**src/rtl/panel_seq_pkg.sv**
```systemverilog
`timescale 1ns/1ps
package panel_seq_pkg;
  localparam int ADDR_W = 8;
  localparam int DATA_W = 16;
  localparam int PTR_W  = 5;
  localparam logic [PTR_W-1:0] UP_BASE   = 5'd0;
  localparam logic [PTR_W-1:0] DOWN_BASE = 5'd21;

  typedef enum logic [1:0] {
    OP_WRITE    = 2'd0,
    OP_WAIT_MS  = 2'd1,
    OP_WAIT_FRM = 2'd2,
    OP_END      = 2'd3
  } seqOp_e;

  typedef struct packed {
    seqOp_e            op;
    logic [ADDR_W-1:0] regAddr;
    logic [DATA_W-1:0] val;
  } seqEntry_t;

  // strobes from control to datapath
  typedef struct packed {
    logic              msLoad;
    logic              frmLoad;
    logic              ptrLoad;
    logic              ptrInc;
    logic [DATA_W-1:0] amount;
    logic [PTR_W-1:0]  ptrVal;
  } dpCmd_t;

  function automatic seqEntry_t mkEntry(seqOp_e op, logic [ADDR_W-1:0] a, logic [DATA_W-1:0] v);
    seqEntry_t e;
    e.op = op;
    e.regAddr = a;
    e.val = v;
    return e;
  endfunction

  // constant script: bring-up part from UP_BASE, shut-down part from DOWN_BASE
  function automatic seqEntry_t scriptAt(logic [PTR_W-1:0] idx);
    case (idx)
      5'd0:  return mkEntry(OP_WRITE,    8'h07, 16'h0000);
      5'd1:  return mkEntry(OP_WAIT_MS,  8'h00, 16'd10);
      5'd2:  return mkEntry(OP_WRITE,    8'h12, 16'h1618);
      5'd3:  return mkEntry(OP_WRITE,    8'h11, 16'h2227);
      5'd4:  return mkEntry(OP_WRITE,    8'h13, 16'h61D1);
      5'd5:  return mkEntry(OP_WRITE,    8'h10, 16'h550C);
      5'd6:  return mkEntry(OP_WAIT_FRM, 8'h00, 16'd5);
      5'd7:  return mkEntry(OP_WRITE,    8'h12, 16'h0C58);
      5'd8:  return mkEntry(OP_WRITE,    8'h01, 16'h231D);
      5'd9:  return mkEntry(OP_WRITE,    8'h02, 16'h0300);
      5'd10: return mkEntry(OP_WRITE,    8'h03, 16'hD040);
      5'd11: return mkEntry(OP_WRITE,    8'h07, 16'h0001);
      5'd12: return mkEntry(OP_WAIT_FRM, 8'h00, 16'd1);
      5'd13: return mkEntry(OP_WRITE,    8'h07, 16'h0101);
      5'd14: return mkEntry(OP_WAIT_FRM, 8'h00, 16'd2);
      5'd15: return mkEntry(OP_WRITE,    8'h76, 16'h2213);
      5'd16: return mkEntry(OP_WRITE,    8'h1C, 16'h6650);
      5'd17: return mkEntry(OP_WRITE,    8'h0B, 16'h33E1);
      5'd18: return mkEntry(OP_WRITE,    8'h76, 16'h0000);
      5'd19: return mkEntry(OP_WRITE,    8'h07, 16'h0103);
      5'd20: return mkEntry(OP_END,      8'h00, 16'h0000);
      5'd21: return mkEntry(OP_WRITE,    8'h0B, 16'h30E1);
      5'd22: return mkEntry(OP_WRITE,    8'h07, 16'h0102);
      5'd23: return mkEntry(OP_WAIT_FRM, 8'h00, 16'd2);
      5'd24: return mkEntry(OP_WRITE,    8'h07, 16'h0000);
      5'd25: return mkEntry(OP_WRITE,    8'h12, 16'h0000);
      5'd26: return mkEntry(OP_WRITE,    8'h10, 16'h0100);
      default: return mkEntry(OP_END,    8'h00, 16'h0000);
    endcase
  endfunction
endpackage

```
**src/rtl/panel_seq_dp.sv**
```systemverilog
`timescale 1ns/1ps
module panel_seq_dp
  import panel_seq_pkg::*;
#(
  parameter int CLK_PER_MS = 24000,
  parameter int FRAME_PAD  = 2
) (
  input  logic      clk,
  input  logic      rstN,
  input  logic      vsyncIn,
  input  dpCmd_t    cmd,
  output seqEntry_t entry,
  output logic      waitDone
);
  localparam int PRE_W = (CLK_PER_MS > 1) ? $clog2(CLK_PER_MS) : 1;
  localparam int CNT_W = DATA_W + 1;
  localparam logic [PRE_W-1:0] PRE_LAST = PRE_W'(CLK_PER_MS - 1);

  logic [PTR_W-1:0] ptr;
  logic [PRE_W-1:0] pre;
  logic [CNT_W-1:0] remain;
  logic [CNT_W-1:0] loadVal;
  logic             running;
  logic             frmMode;
  logic             vsyncQ;
  logic             vsyncEdge;
  logic             tick;

  assign entry     = scriptAt(ptr);
  assign vsyncEdge = vsyncIn & ~vsyncQ;

  always_comb begin
    loadVal = CNT_W'(cmd.amount);
    if (cmd.frmLoad) loadVal = CNT_W'(cmd.amount) + CNT_W'(FRAME_PAD);
    tick = running && (frmMode ? vsyncEdge : (pre == PRE_LAST));
  end

  always_ff @(posedge clk or negedge rstN) begin
    if (!rstN) begin
      ptr      <= '0;
      pre      <= '0;
      remain   <= '0;
      running  <= 1'b0;
      frmMode  <= 1'b0;
      vsyncQ   <= 1'b0;
      waitDone <= 1'b0;
    end else begin
      vsyncQ   <= vsyncIn;
      waitDone <= 1'b0;
      if (cmd.ptrLoad)     ptr <= cmd.ptrVal;
      else if (cmd.ptrInc) ptr <= ptr + PTR_W'(1);
      if (cmd.msLoad || cmd.frmLoad) begin
        remain   <= loadVal;
        pre      <= '0;
        frmMode  <= cmd.frmLoad;
        running  <= (loadVal != '0);
        waitDone <= (loadVal == '0);
      end else if (running) begin
        if (!frmMode) pre <= (pre == PRE_LAST) ? '0 : pre + PRE_W'(1);
        if (tick) begin
          remain <= remain - CNT_W'(1);
          if (remain == CNT_W'(1)) begin
            running  <= 1'b0;
            waitDone <= 1'b1;
          end
        end
      end
    end
  end

  // frame count only moves on a sync edge
  p_frame_hold_r5: assert property (@(posedge clk) disable iff (!rstN)
    (running && frmMode && !vsyncEdge && !cmd.msLoad && !cmd.frmLoad) |=> $stable(remain));
  p_wait_single_r4: assert property (@(posedge clk) disable iff (!rstN)
    waitDone |=> !waitDone);
endmodule

```
**src/rtl/panel_seq_ctrl.sv**
```systemverilog
`timescale 1ns/1ps
module panel_seq_ctrl
  import panel_seq_pkg::*;
#(
  parameter int RST_HOLD_MS = 1,
  parameter int PWR_HOLD_MS = 10
) (
  input  logic              clk,
  input  logic              rstN,
  input  logic              startReq,
  input  logic              stopReq,
  input  seqEntry_t         entry,
  input  logic              waitDone,
  input  logic              wrReady,
  output dpCmd_t            cmd,
  output logic              wrValid,
  output logic [ADDR_W-1:0] wrAddr,
  output logic [DATA_W-1:0] wrData,
  output logic              panelRstN,
  output logic              powerEn,
  output logic              busy,
  output logic              done,
  output logic              active
);
  typedef enum logic [2:0] {
    S_IDLE, S_RST_HOLD, S_RST_SETTLE, S_PWR_HOLD, S_RUN, S_WAIT
  } ctlState_e;

  ctlState_e state, nxt;
  logic      goingUp;

  assign busy   = (state != S_IDLE);
  assign wrAddr = entry.regAddr;
  assign wrData = entry.val;

  always_comb begin
    nxt     = state;
    cmd     = '0;
    wrValid = 1'b0;
    case (state)
      S_IDLE: begin
        if (startReq && !active) begin
          nxt = S_RST_HOLD;
          cmd.msLoad = 1'b1;
          cmd.amount = DATA_W'(RST_HOLD_MS);
        end else if (stopReq && active) begin
          nxt = S_RUN;
          cmd.ptrLoad = 1'b1;
          cmd.ptrVal  = DOWN_BASE;
        end
      end
      S_RST_HOLD: if (waitDone) begin
        nxt = S_RST_SETTLE;
        cmd.msLoad = 1'b1;
        cmd.amount = DATA_W'(RST_HOLD_MS);
      end
      S_RST_SETTLE: if (waitDone) begin
        nxt = S_PWR_HOLD;
        cmd.msLoad = 1'b1;
        cmd.amount = DATA_W'(PWR_HOLD_MS);
      end
      S_PWR_HOLD: if (waitDone) begin
        if (goingUp) begin
          nxt = S_RUN;
          cmd.ptrLoad = 1'b1;
          cmd.ptrVal  = UP_BASE;
        end else begin
          nxt = S_IDLE;
        end
      end
      S_RUN: begin
        case (entry.op)
          OP_WRITE: begin
            wrValid    = 1'b1;
            cmd.ptrInc = wrReady;
          end
          OP_WAIT_MS: begin
            cmd.msLoad = 1'b1;
            cmd.amount = entry.val;
            cmd.ptrInc = 1'b1;
            nxt = S_WAIT;
          end
          OP_WAIT_FRM: begin
            cmd.frmLoad = 1'b1;
            cmd.amount  = entry.val;
            cmd.ptrInc  = 1'b1;
            nxt = S_WAIT;
          end
          default: begin
            if (goingUp) begin
              nxt = S_IDLE;
            end else begin
              nxt = S_PWR_HOLD;
              cmd.msLoad = 1'b1;
              cmd.amount = DATA_W'(PWR_HOLD_MS);
            end
          end
        endcase
      end
      S_WAIT: if (waitDone) nxt = S_RUN;
      default: nxt = S_IDLE;
    endcase
  end

  always_ff @(posedge clk or negedge rstN) begin
    if (!rstN) begin
      state     <= S_IDLE;
      goingUp   <= 1'b0;
      panelRstN <= 1'b1;
      powerEn   <= 1'b0;
      active    <= 1'b0;
      done      <= 1'b0;
    end else begin
      state <= nxt;
      done  <= (state != S_IDLE) && (nxt == S_IDLE);
      case (state)
        S_IDLE: begin
          if (startReq && !active) begin
            goingUp   <= 1'b1;
            panelRstN <= 1'b0;
          end else if (stopReq && active) begin
            goingUp <= 1'b0;
          end
        end
        S_RST_HOLD:   if (waitDone) panelRstN <= 1'b1;
        S_RST_SETTLE: if (waitDone) powerEn <= 1'b1;
        S_PWR_HOLD:   if (waitDone && !goingUp) active <= 1'b0;
        S_RUN: if (entry.op == OP_END) begin
          if (goingUp) active  <= 1'b1;
          else         powerEn <= 1'b0;
        end
        default: ;
      endcase
    end
  end

  p_wr_hold_r3: assert property (@(posedge clk) disable iff (!rstN)
    (wrValid && !wrReady) |=> (wrValid && $stable(wrAddr) && $stable(wrData)));
  p_wr_powered_r2: assert property (@(posedge clk) disable iff (!rstN)
    wrValid |-> (powerEn && panelRstN));
  p_done_pulse_r6: assert property (@(posedge clk) disable iff (!rstN)
    done |=> !done);
  p_done_state_r6: assert property (@(posedge clk) disable iff (!rstN)
    done |-> (!busy && (active == powerEn)));
  p_start_ignored_r8: assert property (@(posedge clk) disable iff (!rstN)
    (!busy && active && startReq && !stopReq) |=> !busy);
  p_stop_ignored_r8: assert property (@(posedge clk) disable iff (!rstN)
    (!busy && !active && stopReq && !startReq) |=> !busy);
  p_dir_locked_r9: assert property (@(posedge clk) disable iff (!rstN)
    busy |=> $stable(goingUp));
endmodule

```
**src/rtl/panel_seq.sv**
```systemverilog
`timescale 1ns/1ps
module panel_seq
  import panel_seq_pkg::*;
#(
  parameter int CLK_PER_MS  = 24000,
  parameter int RST_HOLD_MS = 1,
  parameter int PWR_HOLD_MS = 10,
  parameter int FRAME_PAD   = 2
) (
  input  logic              clk,
  input  logic              rstN,
  input  logic              startReq,
  input  logic              stopReq,
  input  logic              vsyncIn,
  input  logic              wrReady,
  output logic              wrValid,
  output logic [ADDR_W-1:0] wrAddr,
  output logic [DATA_W-1:0] wrData,
  output logic              panelRstN,
  output logic              powerEn,
  output logic              busy,
  output logic              done,
  output logic              active
);
  dpCmd_t    cmd;
  seqEntry_t entry;
  logic      waitDone;

  panel_seq_ctrl #(
    .RST_HOLD_MS(RST_HOLD_MS),
    .PWR_HOLD_MS(PWR_HOLD_MS)
  ) u_ctrl (
    .clk(clk), .rstN(rstN), .startReq(startReq), .stopReq(stopReq),
    .entry(entry), .waitDone(waitDone), .wrReady(wrReady), .cmd(cmd),
    .wrValid(wrValid), .wrAddr(wrAddr), .wrData(wrData),
    .panelRstN(panelRstN), .powerEn(powerEn), .busy(busy),
    .done(done), .active(active)
  );

  panel_seq_dp #(
    .CLK_PER_MS(CLK_PER_MS),
    .FRAME_PAD(FRAME_PAD)
  ) u_dp (
    .clk(clk), .rstN(rstN), .vsyncIn(vsyncIn), .cmd(cmd),
    .entry(entry), .waitDone(waitDone)
  );
endmodule

```
**config.mk**
```make
export PLATFORM = sky130hd
export DESIGN_NAME = panel_seq
export DESIGN_NICKNAME = d
export VERILOG_FILES = /design/src/rtl/panel_seq_pkg.sv /design/src/rtl/panel_seq_dp.sv /design/src/rtl/panel_seq_ctrl.sv /design/src/rtl/panel_seq.sv
export SDC_FILE = /design/constraint.sdc
export NUM_CORES = 1
export LEC_CHECK = 0
export ABC_AREA = 0
export BUFFER_PORTS_ARGS = -buffer_cell sky130_fd_sc_hd__buf_2
export CAP_MARGIN = 20
export CORE_UTILIZATION = 45
export DETAILED_ROUTE_END_ITERATION = 12
export SLEW_MARGIN = 20
export SYNTH_ARGS = -nofsm -noshare
export SYNTH_HDL_FRONTEND = slang
export SYNTH_HIERARCHICAL = 1
export SYNTH_SLANG_ARGS = --single-unit
```
**constraint.sdc**
```tcl
create_clock -name clk -period 5.6 [get_ports clk]
set_input_delay 1.12 -clock clk [delete_from_list [all_inputs] [get_ports clk]]
set_output_delay 1.12 -clock clk [all_outputs]
set_load 0.01 [all_outputs]
```
==> metrics.md, run 1 <==
| Metric | Value |
|---|---|
| Outcome | `finished clean` |
| Root buf cell | `clkbuf_8` |
| #FFs+latches synth | `49` |
| Pwr Total | `2180 uW` |
| Slew Limit Fails | `0` |
| First-pass iteration count of the detailed router | `4` |
| Die Height | `102 microns` |
| Setup_tns | `0 ns` |
| Max Fclk | `195 MHz` |
| Worst R2R End | `u_dp/running` |
| Port Buf Inserts | `34` |
| Crit. Startpoint | `u_dp/ptr[1]` |
| Die W | `102 microns` |
| Largest net degree at the start of global routing | `50` |
| Fraction of layout cells with a size suffix above 1 | `0.124` |
| Synthesized area | `4500 sq um` |
| Worst-Skew Late Latency | `0.31 ns` |
| Worst r2r path cells | `15` |
| Via/cell ratio | `5.65` |
| Area Growth Syn to Fin | `2.39%` |
| Post-route cell area | `4610 sq um` |
| # H-tree levels | `2` |
| Critical Path Sink Type | `flip-flop` |
| First-pass GRT wire length | `17500 microns` |
| Crit start category | `flip-flop` |
| Period utilization | `0.914` |
| Initial drt markers | `166` |
| Net count, final | `588` |
| HPWL after DPL | `7840 microns` |
| Ant diodes | `0` |
| Synthesis Warnings | `6` |
| Clock Skew | `0.0110 ns` |
| Leakage | `0.00194 uW` |
| Reg clk slew, reported paths | `0.09 ns` |
| Core area | `9730 sq um` |
| Row count | `36` |
| Post-DRT Antenna Nets | `0` |
| DRC Markers | `0` |
| Starting Density | `0.463` |
| Hold buffers post-CTS | `0` |
| Critical path class | `flip-flop to flip-flop` |
| Number of global-route vias before repair | `3559` |
| Routability cong. | `0.960` |
| Pwr dens | `473 nW/um^2` |
| Post-layout minimum cycle time | `5.12 ns` |
| Crit path max fanout | `17` |
| Most used DFF post-synth | `dfrtp_1` |
| CTS tree | `yes` |
| Seq/Total Area, Yosys | `0.273` |
| Vias | `3942` |
| # Max-Cap Violations | `0` |
| Worst EP required | `5.77 ns` |
| Finish-stage setup viols | `0` |
| Post-cts sizing count | `0` |
| Worst Hold Class | `flip-flop to flip-flop` |
| DP Area | `4510 sq um` |
| Final WS setup | `0.482 ns` |
| Async set-reset flop share out of synthesis | `1.00` |
| GRT Overall Usage | `0.208` |
| I/O pin total | `36` |
| CP endpoint | `u_dp/running` |
| Clock Sinks | `49` |
| R2R Setup Slk | `0.48 ns` |
| Initial antenna violation count | `0` |
| Total grt overflow | `0` |
| Final Hold Viols | `0` |
| RSZ-0062 raised after global routing | `false` |
| Worst slew margin | `0.373` |
| Worst r2r src | `u_dp/ptr[1]` |
| Post-layout util | `0.474` |
| Cells after synthesis | `578` |
| Yosys cell types | `75` |
| Pre-CTS WS | `0.531 ns` |
| Crit path DAT | `5.29 ns` |
| Die ar. | `10400 sq um` |
| CTS Buffer Depth | `2` |
| Number of synthesized flops with an enable pin | `0` |
| Post-CTS Setup Inserts | `0` |
| Peak supply drop | `0.337 mV` |
| CTS Buf Count | `5` |
| Avg Cell Area, Syn | `7.79 sq um` |
| Worst-Margin Slew | `0.940 ns` |
| WL/cell | `14.9 microns` |
| Drt total wl | `10400 microns` |
cell families after synthesis:
group | Yosys count | share of synthesized area
AOI/OAI and AO/OA | 139 | 0.198
xor gates and xnor gates | 32 | 0.0622
adders and majority gates | 18 | 0.0500
buffers and inverters | 89 | 0.106
DFF | 49 | 0.273
muxes | 8 | 0.0178
other | 2 | 0.00167
and+or+nand+nor | 241 | 0.292
through the flow:
step | instances | hold slack (ns)
after floorplan | 579 | 0.475
after global placement | 690 | 0.498
after detailed placement | 690 | 0.511
after CTS | 698 | 0.525
after global routing | 698 | 0.557
final | 698 | 0.520
cell usage after synthesis, types with 17 or more instances:
| master | count | area [sq um] |
|---|---|---|
| nand2_1 | 52 | 195 |
| buf_4 | 31 | 233 |
| dfrtp_1 | 48 | 1200 |
| a21oi_1 | 24 | 120 |
| nor3_1 | 17 | 85.1 |
| xor2_1 | 24 | 210 |
| nor2_1 | 56 | 210 |
| o21ai_0 | 43 | 215 |
| clkbuf_1 | 21 | 78.8 |
| inv_1 | 26 | 97.6 |
| ha_1 | 18 | 225 |
critical path, stage by stage (launching register included):
cell and delay (ns):
dfrtp_1 0.60, inv_1 0.19, ha_1 0.42, nor3_1 0.28, o21ai_0 0.11, o21ai_0 0.19
inv_1 0.11, ha_1 0.55, nor2b_1 0.27, a21oi_1 0.09, o21ai_0 0.46, nand4_1 0.36
nor4_1 0.82, nand4b_1 0.16, a32oi_1 0.29, a21oi_1 0.10
metal layers:
metal,global-route usage,up-vias,wire [microns]
li1,-,2004,-
met1,0.303,1854,5160
met2,0.325,76,4810
met3,0.0315,8,377
met4,0.0418,0,87
met5,0,-,0
state kept, by name, indices dropped and copies added, names as in the netlist:
register          flops
u_dp/remain          17
u_dp/pre             15
u_dp/ptr              5
u_ctrl/state          3
u_ctrl/active         1
u_ctrl/done           1
u_ctrl/goingUp        1
u_ctrl/panelRstN      1
u_ctrl/powerEn        1
u_dp/frmMode          1
u_dp/running          1
u_dp/vsyncQ           1
u_dp/waitDone         1
report_power, final:
group          total [uW]  internal, uW  switching [uW]
Sequential            667           470             196
Combinational        1300           513             786
Clock                 215          88.9             126
Total                2180          1070            1110
worst min-delay path by stage:
| stage | from | end | slack, ns | cells after the start |
|---|---|---|---|---|
| global route | u_ctrl/panelRstN | u_ctrl/panelRstN | 0.56 | 2 |
| floorplan | u_dp/pre[1] | u_dp/pre[1] | 0.47 | 2 |
| CTS | u_ctrl/panelRstN | u_ctrl/panelRstN | 0.53 | 2 |
| finish | u_ctrl/panelRstN | u_ctrl/panelRstN | 0.52 | 2 |
| detailed placement | u_ctrl/panelRstN | u_ctrl/panelRstN | 0.51 | 2 |
| global placement | u_dp/pre[1] | u_dp/pre[1] | 0.50 | 2 |
cells in the final DEF (no fill, tap or decap), types with 15 or more instances in the layout:
| master | Yosys | routed |
|---|---|---|
| nor2_1 | 56 | 56 |
| nand2_1 | 52 | 52 |
| dfrtp_1 | 48 | 48 |
| o21ai_0 | 43 | 43 |
| buf_2 | 1 | 34 |
| inv_1 | 26 | 26 |
| a21oi_1 | 24 | 24 |
| xor2_1 | 24 | 24 |
| ha_1 | 18 | 18 |
| nor3_1 | 17 | 17 |
| nand3_1 | 16 | 16 |
| and3_1 | 15 | 15 |
| a31oi_1 | 16 | 15 |
area by class of cell:
type / count / area [sq um]
fillers: 995 / 5120
multi-input cells: 441 / 2810
flip-flops and latches: 49 / 1230
repair buffers: 40 / 215
well taps: 133 / 166
inverters: 27 / 101
clock buffers: 5 / 68.8
clock inverters: 3 / 21.3
No activity file was read; power rests on OpenSTA's default activity.
==> run 2, diff against run 1 <==
Settings changed: PLACE_DENSITY set to 0.75.
==> run 2 against run 1 <==
  * Routed wire length increased by 0.42%
  * Setup slack better by 0.094 ns
  * Final cell count stayed put
  * Sequential power about the same
  * Die area is the same
  * Core utilization increased by 0.12 points
  * Register-to-register slack gained 0.09 ns
==> metrics.md, run 2 (same netlist as run 1, synthesis figures left out) <==
| Metric | Value |
|---|---|
| HPWL after DPL | `7840 microns (about the same)` |
| Port Buf Inserts | `34 (unchanged)` |
| Initial antenna violation count | `0 (unchanged)` |
| Slowest stage delay, CP | `0.62 ns (-0.20 ns)` |
| Root buf cell | `clkbuf_8` |
| Die W | `102 microns (unchanged)` |
| CP Buf/Inv Count | `2 (unchanged)` |
| Max Fclk | `199 MHz (+1.9%)` |
| WL/cell | `15.0 microns (+0.42%)` |
| GRT Overall Usage | `0.210 (+0.00200)` |
| Routability cong. | `0.907 (-5.5%)` |
| Most frequent cells in the layout | `nor2_1, nand2_1, dfrtp_1` |
| Slowest cell on crit path | `dfrtp_1` |
| Worst path depth | `15 (unchanged)` |
| Crit path DAT | `5.21 ns (-0.08 ns)` |
| CTS tree | `yes` |
| Critical path cell sequence | `inv_1, ha_1, nor3_1, o21ai_0, o21ai_0, inv_1, ha_1, nor2b_1, a21oi_1, o21ai_0, nand4_1, nor4_2, nand3b_1, a32oi_1, a21oi_1` |
| Crit start category | `flip-flop` |
| Fraction of layout cells with a size suffix above 1 | `0.126 (+0.00177)` |
| Worst Hold Class | `flip-flop to flip-flop` |
| I/O pin total | `36 (unchanged)` |
| Finish-stage setup viols | `0 (unchanged)` |
| Die ar. | `10400 sq um (unchanged)` |
| Commonest non-fill, non-tap cell in the layout | `nor2_1` |
| Pwr dens | `476 nW/um^2 (+0.72%)` |
| Slew Limit Fails | `0 (unchanged)` |
| Worst r2r path cells | `15 (unchanged)` |
| CTS Buffer Depth | `2 (unchanged)` |
| Worst EP required | `5.78 ns (about the same)` |
| Total grt overflow | `0 (unchanged)` |
| DP Area | `4510 sq um (unchanged)` |
| Post-layout util | `0.475 (+0.00116)` |
| Setup_tns | `0 ns (unchanged)` |
| Die Height | `102 microns (unchanged)` |
| Core area | `9730 sq um (unchanged)` |
| First-pass iteration count of the detailed router | `5 (+1)` |
| Via/cell ratio | `5.83 (+3.2%)` |
| Post-route cell area | `4620 sq um (+0.24%)` |
| First-pass GRT wire length | `17800 microns (+1.5%)` |
| Starting Density | `0.463 (unchanged)` |
| Post-DRT Antenna Nets | `0 (unchanged)` |
| Critical Path Sink Type | `flip-flop` |
| Clock Sinks | `49 (unchanged)` |
| Worst slew margin | `0.466 (+0.0925)` |
| Net count, final | `588 (unchanged)` |
| Outcome | `finished clean` |
| Initial drt markers | `233 (+40%)` |
| Peak supply drop | `0.321 mV (-4.7%)` |
| Drt total wl | `10500 microns (+0.42%)` |
| Final Hold Viols | `0 (unchanged)` |
| Crit path max fanout | `17 (unchanged)` |
| # Max-Cap Violations | `0 (unchanged)` |
| Area Growth Syn to Fin | `2.64%` |
| CP most frequent cell | `o21ai_0` |
| # H-tree levels | `2 (unchanged)` |
| Period utilization | `0.897 (-0.0168)` |
| Worst Hold Depth | `2 (unchanged)` |
| RSZ-0062 raised after global routing | `false` |
| Ant diodes | `0 (unchanged)` |
| Post-layout minimum cycle time | `5.02 ns (-0.0939 ns)` |
| Worst-Margin Slew | `0.802 ns (-0.139 ns)` |
| Vias | `4069 (+3.2%)` |
| Max reg flops | `17 (unchanged)` |
| DRC Markers | `0 (unchanged)` |
| Worst-Skew Late Latency | `0.31 ns (about the same)` |
| CP delay by family, top | `simple AND/OR/NAND/NOR gates` |
| Row count | `36 (unchanged)` |
| Leakage | `0.00194 uW (-0.11%)` |
| Largest register by flop count | `u_dp/remain` |
| Clock Skew | `0.0120 ns (+0.000949 ns)` |
| Reg clk slew, reported paths | `0.10 ns (about the same)` |
| Largest net degree at the start of global routing | `50 (unchanged)` |
| CTS Buf Count | `5 (unchanged)` |
| Number of global-route vias before repair | `3727 (+4.7%)` |
| Fill cells | `980 (-1.5%)` |
| Post-CTS Setup Inserts | `0 (unchanged)` |
| Regs by FF count | `u_dp/remain x17, u_dp/pre x15, u_dp/ptr x5` |
| Critical path class | `flip-flop to flip-flop` |
[run 2: cell types whose count changed in the layout (fill, tap and decap cells not counted), sizes merged]
cell      before  now
clkinv         2    1
clkinvlp       1    2
[run 2: repair_timing]
item                                    4_1_cts  5_1_grt
gates resized for setup                       0        1
endpoints found under the setup margin        0        3
hold buffers                                  0        0
[run 2: worst register-to-register path, stage by stage (launching register included)]
cell and delay, ns:
dfrtp_1 0.62, inv_1 0.20, ha_1 0.43, nor3_1 0.31, o21ai_0 0.11, o21ai_0 0.17
inv_1 0.11, ha_1 0.54, nor2b_1 0.27, a21oi_1 0.09, o21ai_0 0.48, nand4_1 0.40
nor4_2 0.61, nand3b_1 0.15, a32oi_1 0.31, a21oi_1 0.11
[run 2: power by group]
| group | total, uW | leakage, uW | internal, uW | switching, uW |
|---|---|---|---|---|
| registers | 668 | 0.000625 | 470 | 198 |
| logic | 1310 | 0.00127 | 513 | 798 |
| clock network | 223 | 0.0000423 | 91.1 | 132 |
[run 2: worst paths after layout]
path	startpoint	endpoint	slack (ns)
min in group asynchronous	rstN	u_dp/remain[11]	0.90
min reg2reg	u_dp/pre[1]	u_dp/pre[1]	0.53
max in group asynchronous	rstN	u_ctrl/done	4.26
max	u_dp/ptr[1]	u_dp/running	0.58
max reg2reg	u_dp/ptr[1]	u_dp/running	0.58
min	u_dp/pre[1]	u_dp/pre[1]	0.53
[run 2: metrics by stage]
| step | power (uW) | hold slack [ns] | setup slack (ns) | std cells |
|---|---|---|---|---|
| finish | 2200 | 0.533 | 0.575 | 698 |
| global route | 2400 | 0.567 | 0.0797 | 698 |
| CTS | 2190 | 0.536 | 0.440 | 698 |
| detailed placement | 1970 | 0.510 | 0.464 | 690 |
| global placement | 1920 | 0.490 | 0.841 | 690 |
| floorplan | 1770 | 0.475 | 1.10 | 579 |
[run 2: layout make-up]
cell class	count	area, sq um	share of cell area
Clock buffer	5	68.8	0.0149
Timing Repair Buffer	40	215	0.0466
Sequential cell	49	1230	0.266
Tap cell	133	166	0.0360
Clock inverter	3	26.3	0.00568
Inverter	27	101	0.0219
Multi-Input combinational cell	441	2820	0.609
[run 2: metal layers]
| metal | track usage | vias up | routed length [microns] |
|---|---|---|---|
| li1 | - | 2005 | - |
| met1 | 0.286 | 1918 | 4710 |
| met2 | 0.346 | 129 | 5040 |
| met3 | 0.0253 | 17 | 549 |
| met4 | 0.0670 | 0 | 173 |
| met5 | 0 | - | 0 |
